### config.mk
export PLATFORM = sky130hd
export DESIGN_NAME = bcd_calendar
export DESIGN_NICKNAME = d
export VERILOG_FILES = /design/src/rtl/bcd_cal_pkg.sv /design/src/rtl/bcd_cal_field.sv /design/src/rtl/bcd_cal_month_len.sv /design/src/rtl/bcd_calendar.sv
export SDC_FILE = /design/constraint.sdc
export NUM_CORES = 1
export LEC_CHECK = 0
export BUFFER_PORTS_ARGS = -buffer_cell sky130_fd_sc_hd__buf_2
export CORE_MARGIN = 5
export CORE_UTILIZATION = 55
export CTS_CLUSTER_SIZE = 12
export DETAILED_ROUTE_END_ITERATION = 10
export PLACE_DENSITY = 0.76
export SLEW_MARGIN = 20
export SYNTH_ARGS = -nofsm -noshare
export SYNTH_HDL_FRONTEND = slang
export SYNTH_HIERARCHICAL = 1
export SYNTH_SLANG_ARGS = --single-unit
### constraint.sdc
create_clock -name clk -period 3.73 [get_ports clk]
set_input_delay 0 -clock clk [delete_from_list [all_inputs] [get_ports clk]]
set_output_delay 0 -clock clk [all_outputs]
set_load 0.01 [all_outputs]
### src/rtl/bcd_cal_pkg.sv
// Shared widths, field indices and the BCD increment helper for the
// calendar counter. Assumes every field is a two-digit packed BCD byte.
package bcd_cal_pkg;
    localparam int DIGIT_W    = 4;
    localparam int FIELD_W    = 2 * DIGIT_W;
    localparam int NUM_FIELDS = 7;

    // Field indices; also the bit positions of the load mask.
    localparam int F_SEC   = 0;
    localparam int F_MIN   = 1;
    localparam int F_HOUR  = 2;
    localparam int F_DOW   = 3;
    localparam int F_DATE  = 4;
    localparam int F_MONTH = 5;
    localparam int F_YEAR  = 6;

    typedef logic [FIELD_W-1:0] bcd_t;

    // Add one to a valid two-digit BCD value (caller handles the top wrap).
    function automatic bcd_t bcd_next(bcd_t v);
        bcd_t r;
        if (v[DIGIT_W-1:0] == DIGIT_W'(9))
            r = {v[FIELD_W-1:DIGIT_W] + DIGIT_W'(1), {DIGIT_W{1'b0}}};
        else
            r = v + FIELD_W'(1);
        return r;
    endfunction
endpackage

### src/rtl/bcd_cal_field.sv
// One BCD field register. It increments on inc and returns to RST_VAL when
// the value is at or above last. A load overrides both. Assumes a valid
// BCD value is loaded.
module bcd_cal_field
    import bcd_cal_pkg::*;
#(
    parameter bcd_t RST_VAL = '0
) (
    input  logic clk,
    input  logic rst_n,
    input  logic inc,
    input  bcd_t last,
    input  logic ld,
    input  bcd_t ld_val,
    output bcd_t val,
    output logic at_last
);
    // Field has reached (or passed) its last legal value.
    assign at_last = (val >= last);

    // Register update: reset, then load, then count.
    always_ff @(posedge clk) begin
        if (!rst_n)
            val <= RST_VAL;
        else if (ld)
            val <= ld_val;
        else if (inc)
            val <= at_last ? RST_VAL : bcd_next(val);
    end
endmodule

### src/rtl/bcd_cal_month_len.sv
// Last day of the month in BCD for a BCD month and two-digit BCD year.
// The leap test is "year is a multiple of 4", applied digit-wise.
module bcd_cal_month_len
    import bcd_cal_pkg::*;
(
    input  bcd_t month,
    input  bcd_t year,
    output bcd_t last_day
);
    logic [DIGIT_W-1:0] ones;
    logic               tens_odd;
    logic               leap;

    assign ones     = year[DIGIT_W-1:0];
    assign tens_odd = year[DIGIT_W];

    // Multiple of four: odd tens need ones 2/6, even tens need 0/4/8.
    always_comb begin
        if (tens_odd)
            leap = (ones == DIGIT_W'(2)) || (ones == DIGIT_W'(6));
        else
            leap = (ones == DIGIT_W'(0)) || (ones == DIGIT_W'(4)) ||
                   (ones == DIGIT_W'(8));
    end

    // Month length lookup.
    always_comb begin
        unique case (month)
            8'h02:                      last_day = leap ? 8'h29 : 8'h28;
            8'h04, 8'h06, 8'h09, 8'h11: last_day = 8'h30;
            default:                    last_day = 8'h31;
        endcase
    end
endmodule

### src/rtl/bcd_calendar.sv
// BCD calendar counter: seven field registers linked by a carry chain.
// The chain runs sec -> min -> hour -> {dow, date} -> month -> year.
// Assumes tick is a single-cycle pulse and loaded values are valid BCD.
module bcd_calendar
    import bcd_cal_pkg::*;
(
    input  logic                  clk,
    input  logic                  rst_n,
    input  logic                  tick,
    input  logic [NUM_FIELDS-1:0] ld_we,
    input  logic [FIELD_W-1:0]    ld_data,
    output logic [FIELD_W-1:0]    sec,
    output logic [FIELD_W-1:0]    min,
    output logic [FIELD_W-1:0]    hour,
    output logic [FIELD_W-1:0]    dow,
    output logic [FIELD_W-1:0]    date,
    output logic [FIELD_W-1:0]    month,
    output logic [FIELD_W-1:0]    year
);
    localparam bcd_t FIRST [NUM_FIELDS] =
        '{8'h00, 8'h00, 8'h00, 8'h01, 8'h01, 8'h01, 8'h00};

    bcd_t                  fld [NUM_FIELDS];
    bcd_t                  lim [NUM_FIELDS];
    logic [NUM_FIELDS-1:0] inc;
    logic [NUM_FIELDS-1:0] at_last;
    bcd_t                  month_last;

    bcd_cal_month_len u_mlen (
        .month    (fld[F_MONTH]),
        .year     (fld[F_YEAR]),
        .last_day (month_last)
    );

    // Per-field wrap limits; only the date limit varies.
    always_comb begin
        lim[F_SEC]   = 8'h59;
        lim[F_MIN]   = 8'h59;
        lim[F_HOUR]  = 8'h23;
        lim[F_DOW]   = 8'h07;
        lim[F_DATE]  = month_last;
        lim[F_MONTH] = 8'h12;
        lim[F_YEAR]  = 8'h99;
    end

    // Carry chain built from current values, independent of loads.
    always_comb begin
        inc[F_SEC]   = tick;
        inc[F_MIN]   = inc[F_SEC]   & at_last[F_SEC];
        inc[F_HOUR]  = inc[F_MIN]   & at_last[F_MIN];
        inc[F_DOW]   = inc[F_HOUR]  & at_last[F_HOUR];
        inc[F_DATE]  = inc[F_HOUR]  & at_last[F_HOUR];
        inc[F_MONTH] = inc[F_DATE]  & at_last[F_DATE];
        inc[F_YEAR]  = inc[F_MONTH] & at_last[F_MONTH];
    end

    for (genvar i = 0; i < NUM_FIELDS; i++) begin : g_fld
        bcd_cal_field #(.RST_VAL(FIRST[i])) u_field (
            .clk     (clk),
            .rst_n   (rst_n),
            .inc     (inc[i]),
            .last    (lim[i]),
            .ld      (ld_we[i]),
            .ld_val  (ld_data),
            .val     (fld[i]),
            .at_last (at_last[i])
        );
    end

    assign sec   = fld[F_SEC];
    assign min   = fld[F_MIN];
    assign hour  = fld[F_HOUR];
    assign dow   = fld[F_DOW];
    assign date  = fld[F_DATE];
    assign month = fld[F_MONTH];
    assign year  = fld[F_YEAR];
endmodule

## Word level (Yosys, flattened, before mapping)

Cells that the tools add are included.

- Register bits: 56
- Input port bits: 18
- Output and inout port bits: 56
- Logic and storage cells: 92

- Add/sub/neg operators: 14
- Order comparisons: 7
- Eq/ne operators: 16
- Multiplexer cells: 31
- Bitwise operators: 5
- Reductions and logical operators: 12

Operators with widths:

| cell | count |
|---|---|
| 2-to-1 mux 8 bit | 28 |
| adder 8 x 1 -> 8 bit (second input constant) | 7 |
| == test 4 bit (second input constant) | 8 |
| adder 4 x 1 -> 4 bit (second input constant) | 7 |
| == test 8 x 3 -> 1 bit (second input constant) | 2 |
| greater-or-equal comparator 8 x 7 -> 1 bit (second input constant) | 2 |
| case mux 8 bit (2 select lines) | 1 |
| nonzero test 2 bit | 7 |
| == test 4 x 3 -> 1 bit (second input constant) | 2 |
| == test 8 x 2 -> 1 bit (second input constant) | 1 |
| == test 8 x 4 -> 1 bit (second input constant) | 1 |
| == test 8 x 5 -> 1 bit (second input constant) | 1 |
| greater-or-equal comparator 8 x 3 -> 1 bit (second input constant) | 1 |
| greater-or-equal comparator 8 x 5 -> 1 bit (second input constant) | 1 |
| greater-or-equal comparator 8 x 6 -> 1 bit (second input constant) | 1 |
| greater-or-equal comparator 8 bit | 1 |
| greater-or-equal comparator 8 bit (second input constant) | 1 |
| bitwise AND 1 bit | 5 |
| == test 4 x 2 -> 1 bit (second input constant) | 1 |
| logical NOT 4 bit | 1 |
| OR reduction 4 bit | 1 |
| logical OR 1 bit | 3 |
| 2-to-1 mux 1 bit | 2 |

## Depth between registers and ports, before layout

- Depth after elaboration: 11
- Gate-level depth with buffers: 14
- Depth with buffers taken out: 13

## Hierarchy

The synthesis kept the hierarchy.

Modules (own cells, without submodules):

| module | times used | cells each | area each (sq um) |
|---|---|---|---|
| bcd_cal_field at g_fld[0].u_field ... | 4 | 99 | 808.3 |
| bcd_cal_field at g_fld[3].u_field ... | 3 | 99 | 843.3 |
| bcd_cal_month_len | 1 | 20 | 142.6 |
| bcd_calendar | 1 | 7 | 50.0 |

## Least setup slack after synthesis

OpenSTA, ideal clock, no wires.

- Path type: register -> register
- From: register g_fld[5].u_field.val[4]
- To: register g_fld[6].u_field.val[4]
- Library setup time: 130 ps
- Arrival time: 3118 ps
- Required time: 3600 ps
- Slack: 481 ps
- Cell stages (with the launch flop): 14
- Path buffers: 1
- Clock period less this slack: 3249 ps
- Cells stage by stage: dfxtp_1 -> or3_1 -> or3b_4 -> o311ai_2 -> ha_1 -> nand2b_4 -> a2111oi_4 -> o31ai_1 -> and4_1 -> buf_2 -> nor2b_1 -> o2111a_1 -> o31ai_4 -> o31ai_1

- Word-level cells in the longest chain between the ends: 7
- Elaborated cells on any way between the ends: 12

Ends and longest elaborated chain:

| what | line | RTL |
|---|---|---|
| start: declaration | bcd_cal_field.sv:15 | `output bcd_t val,` |
| start signal: assignment | bcd_cal_field.sv:26 | `val <= ld_val;` |
| start signal: assignment | bcd_cal_field.sv:28 | `val <= at_last ? RST_VAL : bcd_next(val);` |
| == test 8 x 3 -> 1 bit, or another cell as far along | bcd_cal_month_len.sv:28 | `unique case (month)` |
| OR reduction 4 bit | bcd_cal_month_len.sv:28 |  |
| case mux 8 bit (2 select lines) (*) | bcd_cal_month_len.sv:28 |  |
| net month_last[0] | bcd_calendar.sv:27 | `bcd_t month_last;` |
| greater-or-equal comparator 8 bit (*) | bcd_cal_field.sv:19 | `assign at_last = (val >= last);` |
| net at_last[4] | bcd_calendar.sv:26 | `logic [NUM_FIELDS-1:0] at_last;` |
| bitwise AND 1 bit (*) | bcd_calendar.sv:53 | `inc[F_MONTH] = inc[F_DATE] & at_last[F_DATE];` |
| bitwise AND 1 bit (*) | bcd_calendar.sv:54 | `inc[F_YEAR] = inc[F_MONTH] & at_last[F_MONTH];` |
| net inc[6] | bcd_calendar.sv:25 | `logic [NUM_FIELDS-1:0] inc;` |
| nonzero test 2 bit (no line) (*) | - |  |
| end signal: assignment | bcd_cal_field.sv:26 |  |
| end signal: assignment | bcd_cal_field.sv:28 |  |
| end: declaration | bcd_cal_field.sv:15 |  |

The timed path passes the listed nets; every way through them passes the cells marked *.
A chain may end at the register's enable or synchronous reset.

## Worst setup path after layout

- From: register g_fld[5].u_field.val[4]
- To: register g_fld[6].u_field.val[3]

Same word-level chain as after synthesis.

==> metrics.md <==
| Metric | Value |
|---|---|
| IO buf count | `73` |
| Final instance area | `between 0.006 and 0.007 mm²` |
| Routed len/inst | `around 16 µm` |
| R2r setup slk | `about 0.26 ns` |
| First-pass GRT wire length | `between 20000 and 30000 µm` |
| Reg with most FFs | `g_fld.u_field/val` |
| Dpl hpwl | `11100 µm` |
| Leak pwr | `2.88 nW` |
| Max reg flops | `56` |
| Clock sinks | `between 50 and 60` |
| Critical path class | `flip-flop to flip-flop` |
| Final Util | `between 60% and 70%` |
| Max transition margin | `about a third` |
| Critical Path AT | `around 3.7 ns` |
| Status | `finished clean` |
| Largest net degree at the start of global routing | `55` |
| Vias | `between 5000 and 6000` |
| Routed WL | `15000 µm` |
| Overflow after GRT | `0` |
| GR Util All Layers | `a little under a quarter` |
| Router iterations before antenna repair | `5` |
| Peak VDD IR | `187 µV` |
| FF/Latch Area | `0.00112 mm²` |
| Post-CTS sizing | `0` |
| Biggest regs | `g_fld.u_field/val: 56 flops` |
| CTS buffer count | `5` |
| Core area | `0.0107 mm²` |
| Mean Syn Cell Area | `just over 8 µm²` |
| Cell Area, Synth | `roughly 0.0059 mm²` |
| CTS max path bufs | `2` |
| Residual DRC | `0` |
| Routed vias/inst | `5.80` |
| Fill count | `~960` |
| Cells after synthesis | `717` |
| Ys Warns | `6` |
| Final ANT Viol Nets | `0` |
| Num ports | `between 70 and 80` |
| Final GP Congestion | `0.857` |
| Hold crit path type | `primary input to flip-flop` |
| Initial antenna violation count | `0` |
| 1st-iter DRT viols | `~410` |
| Die W | `between 100 and 150 µm` |
| Final Slew Violations | `0` |
| RSZ-0062 raised after global routing | `no` |
| Tmin final | `roughly 3.5 ns` |
| Worst skew pair latency | `slightly above 0.3 ns` |
| CP Max Fanout | `9` |
| Worst EP required | `3.91 ns` |
| CP startpoint kind | `flip-flop` |
| Fin Hold WS | `0.0945 ns` |
| CTS tree | `yes` |
| Max Cap Viol | `0` |
| FP Rows | `38` |
| Layout overhead on the synthesized area | `11.3%` |
| Clock slew at reported path FFs | `~0.1 ns` |
| Crit. End Element | `flip-flop` |
| CTS Hold Buffers Added | `0` |
| Initial core utilization | `between 50% and 60%` |
| Share of layout cells above drive strength 1 | `between 15 and 20%` |
| Footprint of the multi-input gates | `around 0.0045 mm²` |
| CTS root buf | `clkbuf_8` |
| Number of global-route vias before repair | `around 5400` |
| Post-CTS Setup Inserts | `0` |
| Pwr/cell area | `240 mW/mm²` |
| Die ar. | `~0.013 mm²` |
| Worst Tran Pin Value | `between 0.9 and 1 ns` |
| Placed Area | `~0.0065 mm²` |
| Die height | `between 100 and 150 µm` |
| Final hold violations | `0` |
| Final setup viols | `0` |
| Final Cycle Share | `93.0%` |
| NumNets Final | `about 910` |
| Post-Route Skew | `a little under 0.007 ns` |
| H-tree depth | `2` |
| Setup TNS | `0 ns` |
| Fmax | `about 290 MHz` |
## stage by stage
step	std cells	setup slack (ns)	total power, mW
4_1_cts	952	0.264	1.59
2_1_floorplan	766	0.481	1.10
6_report	953	0.262	1.58
5_1_grt	952	0.0600	1.69
3_5_place_dp	945	0.302	1.23
3_3_place_gp	945	0.407	1.21
## layer usage
metal | vias up | global-route usage (%) | wire [µm] | part of all wire (%)
met1 | 2603 | 28.6 | 6510 | 43
met3 | 18 | 3.18 | 772 | 5.1
met5 | - | 0 | 0 | 0
li1 | 2739 | - | - | -
met2 | 168 | 42.3 | 7500 | 50
met4 | 0 | 6.18 | 235 | 1.6
## report_power, final
part / switching (mW) / internal, mW / total [mW]
Clock: 0.206 / 0.149 / 0.355
Sequential: 0.0675 / 0.634 / 0.701
Combinational: 0.296 / 0.230 / 0.526
## area by class of cell
class | count | share of cell area (%)
well taps | 140 | 2.65
flip-flops and latches | 56 | 17.0
diodes | 1 | 0.0379
clock inverters | 1 | 0.133
inverters | 79 | 4.49
multi-input cells | 592 | 68.3
repair buffers | 78 | 6.10
clock buffers | 6 | 1.25
## worst max-delay path, cell delays in order, from the launching register on
cell       delay (ns)
dfxtp_1          0.42
or3_1            0.41
or3b_4           0.40
o311ai_2         0.23
ha_1             0.27
nand2b_4         0.15
a2111oi_4        0.46
o31ai_1          0.12
and4_2           0.29
nor2b_1          0.15
o2111a_1         0.17
o31ai_4          0.12
o22ai_1          0.13
## cell usage in the layout, fill, tap and decap left out, drive strengths merged, types with 11 or more instances in the layout
master   n
inv     79
buf     78
ha      77
nand2   56
dfxtp   56
conb    53
a21oi   46
nand2b  36
o21ai   32
nand3   29
nor3b   27
o31ai   24
xor2    21
o22ai   21
nand4   18
xnor2   15
nand3b  14
nor3    12
nor2    11
or3     11
## path summary, 6_finish.rpt
kind | from | to | cells after the start
worst max-delay path | g_fld[5].u_field/val[4] | g_fld[6].u_field/val[3] | 12
worst min-delay path | ld_data[7] | g_fld[4].u_field/val[7] | 3
worst max register to register | g_fld[5].u_field/val[4] | g_fld[6].u_field/val[3] | 12
worst min register to register | g_fld[3].u_field/val[7] | g_fld[3].u_field/val[7] | 2
Power figures use the tool's default switching activity.
